===== src/rtl/wgd_pkg.sv =====
package wgd_pkg;
  localparam int unsigned WGD_DATA_W_DEF = 8;

  // arm flag next-state selection
  typedef enum logic [1:0] {
    ARM_KEEP  = 2'd0,
    ARM_SET   = 2'd1,
    ARM_CLEAR = 2'd2
  } arm_op_e;
endpackage


===== src/rtl/wgd_arm.sv =====
module wgd_arm
  import wgd_pkg::*;
(
  input  logic clk_i,
  input  logic rst_ni,
  input  logic strobe_i,
  input  logic qual_i,
  input  logic start_i,
  output logic arm_o
);
  arm_op_e op;
  logic    arm_q;

  // a fresh coincidence wins over a transfer: it belongs to the next window
  always_comb begin
    if (strobe_i && qual_i) op = ARM_SET;
    else if (start_i)       op = ARM_CLEAR;
    else                    op = ARM_KEEP;
  end

  always_ff @(posedge clk_i or negedge rst_ni) begin
    if (!rst_ni) begin
      arm_q <= 1'b0;
    end else begin
      unique case (op)
        ARM_SET:   arm_q <= 1'b1;
        ARM_CLEAR: arm_q <= 1'b0;
        default:   arm_q <= arm_q;
      endcase
    end
  end

  assign arm_o = arm_q;
endmodule


===== src/rtl/wgd_window.sv =====
module wgd_window (
  input  logic clk_i,
  input  logic rst_ni,
  input  logic win_i,
  input  logic arm_i,
  output logic start_o,
  output logic pass_o
);
  logic win_q;
  logic grant_q;
  logic pass_q;

  assign start_o = win_i && !win_q;

  // stage 1: window history and granted decision for the open window
  always_ff @(posedge clk_i or negedge rst_ni) begin
    if (!rst_ni) begin
      win_q   <= 1'b0;
      grant_q <= 1'b0;
    end else begin
      win_q <= win_i;
      if (start_o)     grant_q <= arm_i;
      else if (!win_i) grant_q <= 1'b0;
    end
  end

  // stage 2: output register, two cycles behind win_i
  always_ff @(posedge clk_i or negedge rst_ni) begin
    if (!rst_ni) pass_q <= 1'b0;
    else         pass_q <= win_q && grant_q;
  end

  assign pass_o = pass_q;
endmodule


===== src/rtl/wgd_valve.sv =====
module wgd_valve #(
  parameter int unsigned DATA_W = 8
) (
  input  logic              pass_i,
  input  logic [DATA_W-1:0] data_i,
  output logic [DATA_W-1:0] data_o
);
  for (genvar g = 0; g < DATA_W; g++) begin : g_lane
    assign data_o[g] = data_i[g] & pass_i;
  end
endmodule


===== src/rtl/win_gate_disc.sv =====
module win_gate_disc
  import wgd_pkg::*;
#(
  parameter int unsigned DATA_W = WGD_DATA_W_DEF
) (
  input  logic              clk_i,
  input  logic              rst_ni,
  input  logic              strobe_i,
  input  logic              qual_i,
  input  logic              win_i,
  input  logic [DATA_W-1:0] data_i,
  output logic              pass_o,
  output logic [DATA_W-1:0] data_o
);
  logic arm_w;
  logic start_w;

  wgd_arm i_arm (
    .clk_i    (clk_i),
    .rst_ni   (rst_ni),
    .strobe_i (strobe_i),
    .qual_i   (qual_i),
    .start_i  (start_w),
    .arm_o    (arm_w)
  );

  wgd_window i_window (
    .clk_i   (clk_i),
    .rst_ni  (rst_ni),
    .win_i   (win_i),
    .arm_i   (arm_w),
    .start_o (start_w),
    .pass_o  (pass_o)
  );

  wgd_valve #(.DATA_W(DATA_W)) i_valve (
    .pass_i (pass_o),
    .data_i (data_i),
    .data_o (data_o)
  );
endmodule


===== config.mk =====
export PLATFORM = sky130hd
export DESIGN_NAME = win_gate_disc
export DESIGN_NICKNAME = d
export VERILOG_FILES = /design/src/rtl/wgd_pkg.sv /design/src/rtl/wgd_arm.sv /design/src/rtl/wgd_window.sv /design/src/rtl/wgd_valve.sv /design/src/rtl/win_gate_disc.sv
export SDC_FILE = /design/constraint.sdc
export NUM_CORES = 1
export LEC_CHECK = 0
export ABC_AREA = 1
export BUFFER_PORTS_ARGS = -buffer_cell sky130_fd_sc_hd__clkbuf_2
export CAP_MARGIN = 20
export CORE_AREA = 5 5 42 44
export CTS_CLUSTER_DIAMETER = 120
export DETAILED_ROUTE_END_ITERATION = 10
export DIE_AREA = 0 0 47 49
export HOLD_SLACK_MARGIN = 0.12
export PLACE_DENSITY = 0.4
export SLEW_MARGIN = 10
export SYNTH_ARGS = -nofsm -noshare
export SYNTH_HDL_FRONTEND = slang
export SYNTH_SLANG_ARGS = --single-unit

===== constraint.sdc =====
create_clock -name clk_i -period 1.15 [get_ports clk_i]
set_clock_uncertainty 0.05 [all_clocks]
set_input_delay 0.2875 -clock clk_i [delete_from_list [all_inputs] [get_ports clk_i]]
set_output_delay 0.2875 -clock clk_i [all_outputs]
set_load 0.005 [all_outputs]

# Word level (Yosys, flattened, before mapping)
# Cells that the tools add are included.
# op_classes
n_eq_ne	3
n_mux	5
n_bitwise	8
n_reduce_logical	5
# ops
op	count
1-bit AND	8
2-bit 2-to-1 mux	2
1-bit logical AND	3
2-bit by 1-bit == test with 1-bit output (second input constant)	1
2-bit == test (second input constant)	1
1-bit 2-to-1 mux	2
2-bit by 1-bit inequality test with 1-bit output (second input constant)	1
1-bit one-hot mux with 2 select lines	1
2-bit nonzero test	1
1-bit logical NOT	1
# totals
regBits	4
in_bits	13
out_inout_bits	9
word_cells	25

# Logic depth before layout (Yosys ltp)
# Gate-level depths: netlist (run 1).
# depth
ltp_word	6
depth_mapped	4
ltp_nobuf	4

# Cells and area by module
# From an unflattened synthesis (run 1), not the netlist that was laid out.
# hier_totals
hier_cells	33
hier_area_um2	217.7
# by_module_without_submodules
mod	instances	cells_per_inst	area_per_inst_um2	seq_area_each_um2
wgd_window	1	11	112.6	75.1
wgd_valve	1	17	65.1	0.0
wgd_arm	1	5	40.0	25.0

# Worst setup path before layout (run 1)
# Ideal clock, no wire load.
# synth_path
path_kind	reg-to-output
startpoint	register i_window.pass_q (netlist: i_window.pass_o)
endpoint	output data_o[0]
arrival_ps	611
required_time_ps	812
slack_ps	201
path_stages_with_launch	4
n_path_buf	1
path_cell_list	dfrtp_1 > buf_2 > nand2_1 > inv_1
# synth_via
elab_chain_cells	1
# synth_rtl
element	line	rtl
start, declared	wgd_window.sv:11	logic pass_q;
start signal, assigned	wgd_window.sv:30	else pass_q <= win_q && grant_q;
1-bit AND	wgd_valve.sv:9	assign data_o[g] = data_i[g] & pass_i;
end, declared	win_gate_disc.sv:13	output logic [DATA_W-1:0] data_o
# No other way between the ends.

# Final worst setup path (run 1)
# Same ends and word-level chain as after synthesis.

==> results.md, run 1 <==
- Max Freq: 818 MHz
- Diode insertion count for antenna repair: 0
- Initial antenna violation count: 0
- Slowest cell delay on critical path: 0.45 ns
- Unique cell type count in the Yosys netlist: 5
- Fraction of layout instances using a drive strength above 1: between 40% and 50%
- Origin of the worst setup path: i_window.pass_o
- Per-cell routed wire length: 7.25 um
- Count of final max-slew check failures: 0
- Sum of buffers and inverters on the critical path: 2
- # nets final: 70
- Clock Latency Late Sink: 0.23 ns
- Actual slew at the worst max-slew pin: around 0.14 ns
- R2r endpoint: i_arm.arm_o
- Floorplan die width: roughly 47 um
- Weighted congestion reported at the end of routability-driven placement: approximately 0.75
- Number of levels in the clock H-tree: 1
- RSZ-0062 raised after global routing: true
- Final HPWL DP: roughly 430 um
- Pre-antenna DRT Iters: 1
- Area of the mapped netlist: 205 um2
- Final-report setup violation count: 8
- Max-capacitance violation count: 0
- Number of inserted filler cells in the final layout: approximately 160
- Category of the worst setup path capture point: output port
- Failing checks: setup timing
- Overall die height: approximately 49 um
- Length in cells of the worst reg-to-reg path: 4
- Vias: 237
- Register-to-register setup slack: 0.40 ns
- Remaining global-route overflow: 0
- Number of warning messages in the yosys log: 0
- I/O Pins: 22
- Area of the core: between 1000 and 1500 um2
- P_leak: 0.277 nW
- Worst Setup Path Type: flip-flop to output port
- Hold Path Sink: i_window.win_q
- Pre-CTS setup slack: around 0.11 ns
- Critical Path Fanout Max: 9
- Post-CTS setup buffer count: 0
- Iteration-0 DRC count of the detailed router: 0
- Hold Startpoint: win_i
- Multi-input gate area in the final layout: approximately 63 um2
- Worst voltage drop across the vdd grid: 807 uV
- Post-route worst setup slack: -0.0720 ns
- Hold Fails Final Rpt: 0
- Max clock buf depth: 2
- Wire length of the first global-routing pass: 807 um
- Sequential fraction of the synthesis area: approximately half
- Synthesis-stage register bit count: 4
- Leading cell type in the layout, fill and taps excluded: clkbuf_2
- Flip-flop and latch area: 101 um2
- Highest-count cells in the layout ignoring fill and taps: 21 x clkbuf_2, 14 x nand2_1, 10 x inv_1, 3 x clkbuf_4, 3 x dfrtp_1
- Slowest cell on the critical path: dfrtp_2
- Data required time of the worst path: between 0.8 and 0.9 ns
- Run status: complete, but fails checks
- Number of global-route vias before repair: roughly 210
- Synth Instances: 31
- Initial core utilization: between 10% and 20%
- Overall fraction of global-route tracks in use: under 10%
- Crit share post-route: 106%
- Root buffer cell: clkbuf_4
- Hold Path Class: input pin to flip-flop
- Buffers added on ports: 21
- ANT nets after route: 0
- Remaining max-slew budget at the tightest pin: 90.4%
- CP top delay family: flip-flops
- Sort of element at the start of the critical path: flip-flop
- Final cell count without fillers: 71
- Core utilization of the finished layout: about 26%
- Hold Crit Depth: 1
- TritonCTS clock tree: built
- Shortest period the worst path allows: 1.22 ns
- Net count after synthesis: between 40 and 50
- Final sum of negative setup slack: -0.557 ns
- Number of placed instances with taps included: 67
- Post-route DRC violation count: 0
- Via-per-instance ratio: 3.34
- Register clock-pin slew on the reported worst setup and hold paths: ~0.04 ns
- Total number of placement rows: 14
- Clk sink count: 4
- P&R area growth vs syn: 75.0%
- Areal power density over the cells: 1080 nW/um2
- Final Total Pwr: just under 400 uW
- Overall die area: ~2300 um2
- Data arrival at the endpoint of the critical path: just under 0.9 ns
- Maximum number of pins on one net before global-route repair: 10
- Syn_area_per_cell: around 6.6 um2
- Cells traversed along the worst timing path: nand2_1 -> inv_1 -> clkbuf_2
- Number of CTS-inserted buffers: 3
- Final routed wirelength across all metal layers: 515 um
- Worst r2r src: i_window.win_q
through the flow:
stage	hold slack (ns)	cell area, um2
after global routing	0.164	359
after global placement	0.0544	325
after detailed placement	0.0538	325
final	0.160	359
after floorplan	-0.0581	205
after CTS	0.154	359
cells in the mapped netlist:
| cell | instances | share of area (%) |
|---|---|---|
| nand2_1 | 14 | 26 |
| nand3_1 | 2 | 4.9 |
| inv_1 | 10 | 18 |
| buf_2 | 1 | 2.4 |
| dfrtp_1 | 4 | 49 |
routing by layer:
metal  wire [um]  part of all wire (%)  GRT usage [%]
met1         195                    38           4.88
met2         212                    41           7.92
met3         107                    21           4.43
met4           0                     0           1.38
met5           0                     0              0
worst max path at each step:
stage	cells after the start	to
after global routing	3	data_o[0]
after detailed placement	3	data_o[0]
after CTS	3	data_o[0]
after floorplan	3	data_o[0]
final	3	data_o[0]
after global placement	3	data_o[7]
cell families after synthesis:
family | count (synthesis) | synth area share (%)
simple gates | 16 | 30.5
buf+inv | 11 | 20.7
flops | 4 | 48.8
layout make-up:
cell class | count | share of cell area [%]
multi-input combinational | 16 | 17.4
tap | 16 | 5.57
timing repair buffer | 22 | 32.1
inverter | 10 | 10.5
clock buffer | 3 | 6.27
sequential | 4 | 28.2
where the power goes:
group | leakage (nW) | switching [mW] | internal (mW)
combinational | 0.215 | 0.0224 | 0.0297
sequential | 0.0483 | 0.00871 | 0.152
clock | 0.0138 | 0.0564 | 0.117
flip-flops by register name, indices dropped and copies added, names as in the netlist:
register          flops
i_window.pass_o       1
i_window.win_q        1
i_window.grant_q      1
i_arm.arm_o           1
repair_timing:
item,in CTS,in global routing
pin swaps,0,0
resized for setup,1,0
setup endpoints to repair,9,9
hold endpoints to repair,4,0
hold buffers,1,0
(Power assumes the default switching activity.)
==> inputs of run 2 (changes only) <==
==> constraint.sdc (replaced) <==
create_clock -name clk_i -period 1.15 [get_ports clk_i]
set_clock_uncertainty 0.05 [all_clocks]
set_input_delay 0.115 -clock clk_i [delete_from_list [all_inputs] [get_ports clk_i]]
set_output_delay 0.115 -clock clk_i [all_outputs]
set_load 0.005 [all_outputs]
==> results.md, run 2 (synthesized netlist as in run 1, its figures left out) <==
- R2r endpoint: i_arm.arm_o (unchanged)
- Wire length of the first global-routing pass: 910 um (was 807 um)
- Final HPWL DP: 432 um (unchanged)
- Weighted congestion reported at the end of routability-driven placement: 0.745 (unchanged)
- Via-per-instance ratio: 3.42 (was 3.34)
- Vias: 253 (was 237)
- Run status: completed (was complete, but fails checks)
- Crit share post-route: 91.6% (was 106%)
- Shortest period the worst path allows: 1.05 ns (was 1.22 ns)
- Length in cells of the worst reg-to-reg path: 4 (unchanged)
- Fraction of layout instances using a drive strength above 1: 43.1% (was 45.5%)
- Final sum of negative setup slack: 0 ns (was -0.557 ns)
- Initial core utilization: 14.6% (unchanged)
- Origin of the worst setup path: i_window.pass_o (unchanged)
- Overall die height: 49 um (unchanged)
- P&R area growth vs syn: 89.6% (was 75.0%)
- Sort of element at the start of the critical path: flip-flop (unchanged)
- Data arrival at the endpoint of the critical path: 0.89 ns (was 0.88 ns)
- Diode insertion count for antenna repair: 0 (unchanged)
- Data required time of the worst path: 0.99 ns (was 0.81 ns)
- Post-route DRC violation count: 0 (unchanged)
- Area of the core: 1400 um2 (unchanged)
- Initial antenna violation count: 0 (unchanged)
- Highest-count cells in the layout ignoring fill and taps: 21 x clkbuf_2, 14 x nand2_1, 10 x inv_1, 4 x dlygate4sd3_1 (was 21 x clkbuf_2, 14 x nand2_1, 10 x inv_1, 3 x clkbuf_4, 3 x dfrtp_1)
- Final routed wirelength across all metal layers: 551 um (was 515 um)
- Hold Fails Final Rpt: 0 (unchanged)
- Areal power density over the cells: 1030 nW/um2 (was 1080 nW/um2)
- Overall die area: 2300 um2 (unchanged)
- Floorplan die width: 47 um (unchanged)
- Overall fraction of global-route tracks in use: 5.72% (was 5.08%)
- Max clock buf depth: 2 (unchanged)
- Final non-filler cell area: 389 um2 (was 359 um2)
- Leading cell type in the layout, fill and taps excluded: clkbuf_2 (unchanged)
- Capturing element of the worst setup path: data_o[0] (unchanged)
- P_leak: 0.289 nW (was 0.277 nW)
- Total number of placement rows: 14 (unchanged)
- Pre-antenna DRT Iters: 2 (was 1)
- Register clock-pin slew on the reported worst setup and hold paths: 0.04 ns (about the same)
- Count of final max-slew check failures: 0 (unchanged)
- Hold Path Class: input pin to asynchronous set/reset pin (was input pin to flip-flop)
- Actual slew at the worst max-slew pin: 0.144 ns (about the same)
- Worst voltage drop across the vdd grid: 586 uV (was 807 uV)
- Number of CTS-inserted buffers: 3 (unchanged)
- Clock Latency Late Sink: 0.24 ns (was 0.23 ns)
- Category of the worst setup path capture point: output port (unchanged)
- Max Freq: 949 MHz (was 818 MHz)
- Post-placement cell area: 325 um2 (unchanged)
- Remaining max-slew budget at the tightest pin: 90.4% (unchanged)
- I/O Pins: 22 (unchanged)
- Buffers added on ports: 21 (unchanged)
- Worst Setup Path Type: flip-flop to output port (unchanged)
- Number of inserted filler cells in the final layout: 159 (was 163)
- Maximum number of pins on one net before global-route repair: 10 (unchanged)
- RSZ-0062 raised after global routing: false (was true)
- Max-capacitance violation count: 0 (unchanged)
- # nets final: 73 (was 70)
- Root buffer cell: clkbuf_4 (unchanged)
- TritonCTS clock tree: built (unchanged)
- Critical Path Fanout Max: 9 (unchanged)
- Number of levels in the clock H-tree: 1 (unchanged)
- Per-cell routed wire length: 7.45 um (was 7.25 um)
- Register-to-register setup slack: 0.40 ns (about the same)
- ANT nets after route: 0 (unchanged)
- Worst r2r src: i_window.win_q (unchanged)
- Iteration-0 DRC count of the detailed router: 1 (was 0)
- Remaining global-route overflow: 0 (unchanged)
- Number of global-route vias before repair: 231 (was 209)
- Clk sink count: 4 (unchanged)
- Final-report setup violation count: 0 (was 8)
## run 2: cell count changes in the layout (fill, tap and decap cells not counted)
cell           before  now
dlygate4sd3_1       1    4
## run 2: metrics by stage
step	util (%)	cells	power (mW)	hold slack, ns	setup slack (ns)
3_3_place_gp	23.2	67	0.213	-0.118	0.291
6_report	27.8	74	0.400	0.170	0.0965
3_5_place_dp	23.2	67	0.213	-0.119	0.281
4_1_cts	27.7	74	0.402	0.166	0.0279
5_1_grt	27.8	74	0.440	0.171	0.00283
2_1_floorplan	-	31	0.178	-0.231	0.374
## run 2: report_power, final
part	total [mW]	internal, mW	switching (mW)	leakage, nW
Combinational	0.0601	0.0363	0.0238	0.227
Clock	0.179	0.117	0.0617	0.0138
Sequential	0.161	0.152	0.00870	0.0483
## run 2: layout make-up
class / count / area [um2] / area share, %
flip-flops and latches: 4 / 101 / 26.0
inverters: 10 / 37.5 / 9.65
well taps: 16 / 20.0 / 5.14
repair buffers: 25 / 145 / 37.3
multi-input cells: 16 / 62.6 / 16.1
clock buffers: 3 / 22.5 / 5.79
## run 2: critical path: stages, from the launching register on
cell and delay (ns):
dfrtp_2 0.45, nand2_1 0.07, inv_1 0.03, clkbuf_2 0.10
## run 2: worst min path at each step
| stage | start | end | slack (ns) | depth (start not counted) |
|---|---|---|---|---|
| 3_5_place_dp | rst_ni | i_window.win_q | -0.12 | 1 |
| 6_report | rst_ni | i_window.win_q | 0.17 | 2 |
| 3_3_place_gp | rst_ni | i_window.win_q | -0.12 | 1 |
| 4_1_cts | rst_ni | i_window.grant_q | 0.17 | 2 |
| 5_1_grt | rst_ni | i_window.win_q | 0.17 | 2 |
| 2_1_floorplan | rst_ni | i_arm.arm_o | -0.23 | 0 |
## run 2: what timing repair did
action	in CTS	in global routing
hold buffers	4	0
buffers inserted	0	0
setup endpoints to repair	0	8
endpoints found under the hold margin	7	0
gates resized for setup	0	1
## run 2: routing by layer
metal  up-vias  track usage (%)  routed length, um
met5         -                0                  0
met4         0             2.76                  0
met3         0             4.43                128
met2        21             8.82                236
met1        94             5.32                186
li1        138                -                  -
==> inputs of run 3 (changes only) <==
clock period = 1.1 ns   (was 1.15 ns; I/O delays follow)
==> results.md, run 3 (synthesized netlist as in run 1, its figures left out) <==
- Run status: completed (unchanged)
- Number of placed instances with taps included: 67 (unchanged)
- Final-report setup violation count: 0 (unchanged)
- Total number of placement rows: 14 (unchanged)
- Register-to-register setup slack: 0.35 ns (was 0.40 ns)
- Number of levels in the clock H-tree: 1 (unchanged)
- Critical Path Fanout Max: 9 (unchanged)
- Vias: 253 (unchanged)
- Cells traversed along the worst timing path: nand2_1 -> inv_1 -> clkbuf_2 (unchanged)
- Clock Latency Late Sink: 0.24 ns (about the same)
- Diode insertion count for antenna repair: 0 (unchanged)
- Pre-antenna DRT Iters: 2 (unchanged)
- Category of the worst setup path capture point: output port (unchanged)
- Core utilization of the finished layout: 27.8% (unchanged)
- Data arrival at the endpoint of the critical path: 0.89 ns (about the same)
- Post-route worst setup slack: 0.0515 ns (was 0.0965 ns)
- Root buffer cell: clkbuf_4 (unchanged)
- # nets final: 73 (unchanged)
- CP top delay family: flip-flops (unchanged)
- Iteration-0 DRC count of the detailed router: 1 (unchanged)
- Register clock-pin slew on the reported worst setup and hold paths: 0.04 ns (about the same)
- Crit share post-route: a little over nine tenths
- P&R area growth vs syn: 89.6% (unchanged)
- Area of the core: 1400 um2 (unchanged)
- Buffers added on ports: 21 (unchanged)
- Worst voltage drop across the vdd grid: 612 uV (was 586 uV)
- Max clock buf depth: 2 (unchanged)
- Pre-CTS setup slack: 0.236 ns (was 0.281 ns)
- Worst Setup Path Type: flip-flop to output port (unchanged)
- Initial antenna violation count: 0 (unchanged)
- Max Freq: roughly 950 MHz
- I/O Pins: 22 (unchanged)
- Weighted congestion reported at the end of routability-driven placement: 0.745 (unchanged)
- Clk sink count: 4 (unchanged)
- Remaining max-slew budget at the tightest pin: 90.4% (unchanged)
- Leading cell type in the layout, fill and taps excluded: clkbuf_2 (unchanged)
- Areal power density over the cells: 1070 nW/um2 (was 1030 nW/um2)
- P_leak: 0.289 nW (unchanged)
- Count of final max-slew check failures: 0 (unchanged)
- RSZ-0062 raised after global routing: true (was false)
- R2r endpoint: i_arm.arm_o (unchanged)
- Overall fraction of global-route tracks in use: 5.72% (unchanged)
- Post-placement cell area: 325 um2 (unchanged)
- Hold Path Class: input pin to asynchronous set/reset pin (unchanged)
- Worst r2r src: i_window.win_q (unchanged)
- Shortest period the worst path allows: 1.05 ns
- Max-capacitance violation count: 0 (unchanged)
- ANT nets after route: 0 (unchanged)
- Maximum number of pins on one net before global-route repair: 10 (unchanged)
- Sort of element at the start of the critical path: flip-flop (unchanged)
- Floorplan die width: 47 um (unchanged)
- Fraction of layout instances using a drive strength above 1: 43.1% (unchanged)
- Overall die area: 2300 um2 (unchanged)
- Slowest cell delay on critical path: 0.45 ns (about the same)
- Final HPWL DP: 432 um (unchanged)
- Via-per-instance ratio: 3.42 (unchanged)
- Number of inserted filler cells in the final layout: 159 (unchanged)
- Initial core utilization: 14.6% (unchanged)
- Data required time of the worst path: 0.94 ns (was 0.99 ns)
- Overall die height: 49 um (unchanged)
- Actual slew at the worst max-slew pin: 0.144 ns (unchanged)
- Final cell count without fillers: 74 (unchanged)
- Number of global-route vias before repair: 231 (unchanged)
- Final non-filler cell area: 389 um2 (unchanged)
- Length in cells of the worst reg-to-reg path: 4 (unchanged)
- Slowest cell on the critical path: dfrtp_2 (unchanged)
- Remaining global-route overflow: 0 (unchanged)
- Post-route DRC violation count: 0 (unchanged)
- Per-cell routed wire length: 7.45 um (unchanged)
- Sum of buffers and inverters on the critical path: 2 (unchanged)
- Final routed wirelength across all metal layers: 551 um (unchanged)
- Highest-count cells in the layout ignoring fill and taps: 21 x clkbuf_2, 14 x nand2_1, 10 x inv_1, 4 x dlygate4sd3_1 (unchanged)
- Number of CTS-inserted buffers: 3 (unchanged)
- Wire length of the first global-routing pass: 910 um (unchanged)
- TritonCTS clock tree: built (unchanged)
- Hold Fails Final Rpt: 0 (unchanged)
## run 3: cell counts in the layout (fill, tap and decap cells not counted)
No cell type changed its count.
## run 3: how the worst max path moves through the flow
stage	start	slack, ns	endpoint	cells past startpoint
6_report	i_window.pass_o	0.05	data_o[0]	3
5_1_grt	i_window.pass_o	-0.04	data_o[0]	3
4_1_cts	i_window.pass_o	0.04	data_o[0]	3
3_5_place_dp	i_window.pass_o	0.24	data_o[0]	3
3_3_place_gp	i_window.pass_o	0.25	data_o[7]	3
2_1_floorplan	i_window.pass_o	0.33	data_o[0]	3
## run 3: power by group
part | internal [mW] | total, mW | switching (mW)
Clock | 0.122 | 0.187 | 0.0645
Combinational | 0.0380 | 0.0628 | 0.0249
Sequential | 0.159 | 0.168 | 0.00910
Total | 0.319 | 0.418 | 0.0985
## run 3: final cells by class
type	instances	area [um2]	share of cell area, %
timing repair buffer	25	145	37.3
sequential	4	101	26.0
multi-input combinational	16	62.6	16.1
inverter	10	37.5	9.65
clock buffer	3	22.5	5.79
tap	16	20.0	5.14
## run 3: routing by layer
layer | wire length [um] | global-route usage (%)
met4 | 0 | 2.76
met2 | 236 | 8.82
met5 | 0 | 0
met1 | 186 | 5.32
met3 | 128 | 4.43
## run 3: stage by stage
step / hold WS [ns] / total power, mW / TNS [ns]
3_5_place_dp: -0.124 / 0.223 / 0
6_report: 0.165 / 0.418 / 0
4_1_cts: 0.161 / 0.421 / 0
2_1_floorplan: -0.236 / 0.186 / 0
5_1_grt: 0.166 / 0.460 / -0.162
3_3_place_gp: -0.123 / 0.223 / 0
## run 3: timing repair
item / in CTS / in global routing
setup endpoints to repair: 8 / 8
gates resized for setup: 1 / 0
setup buffers: 0 / 0
hold buffers: 4 / 0
endpoints found under the hold margin: 7 / 0
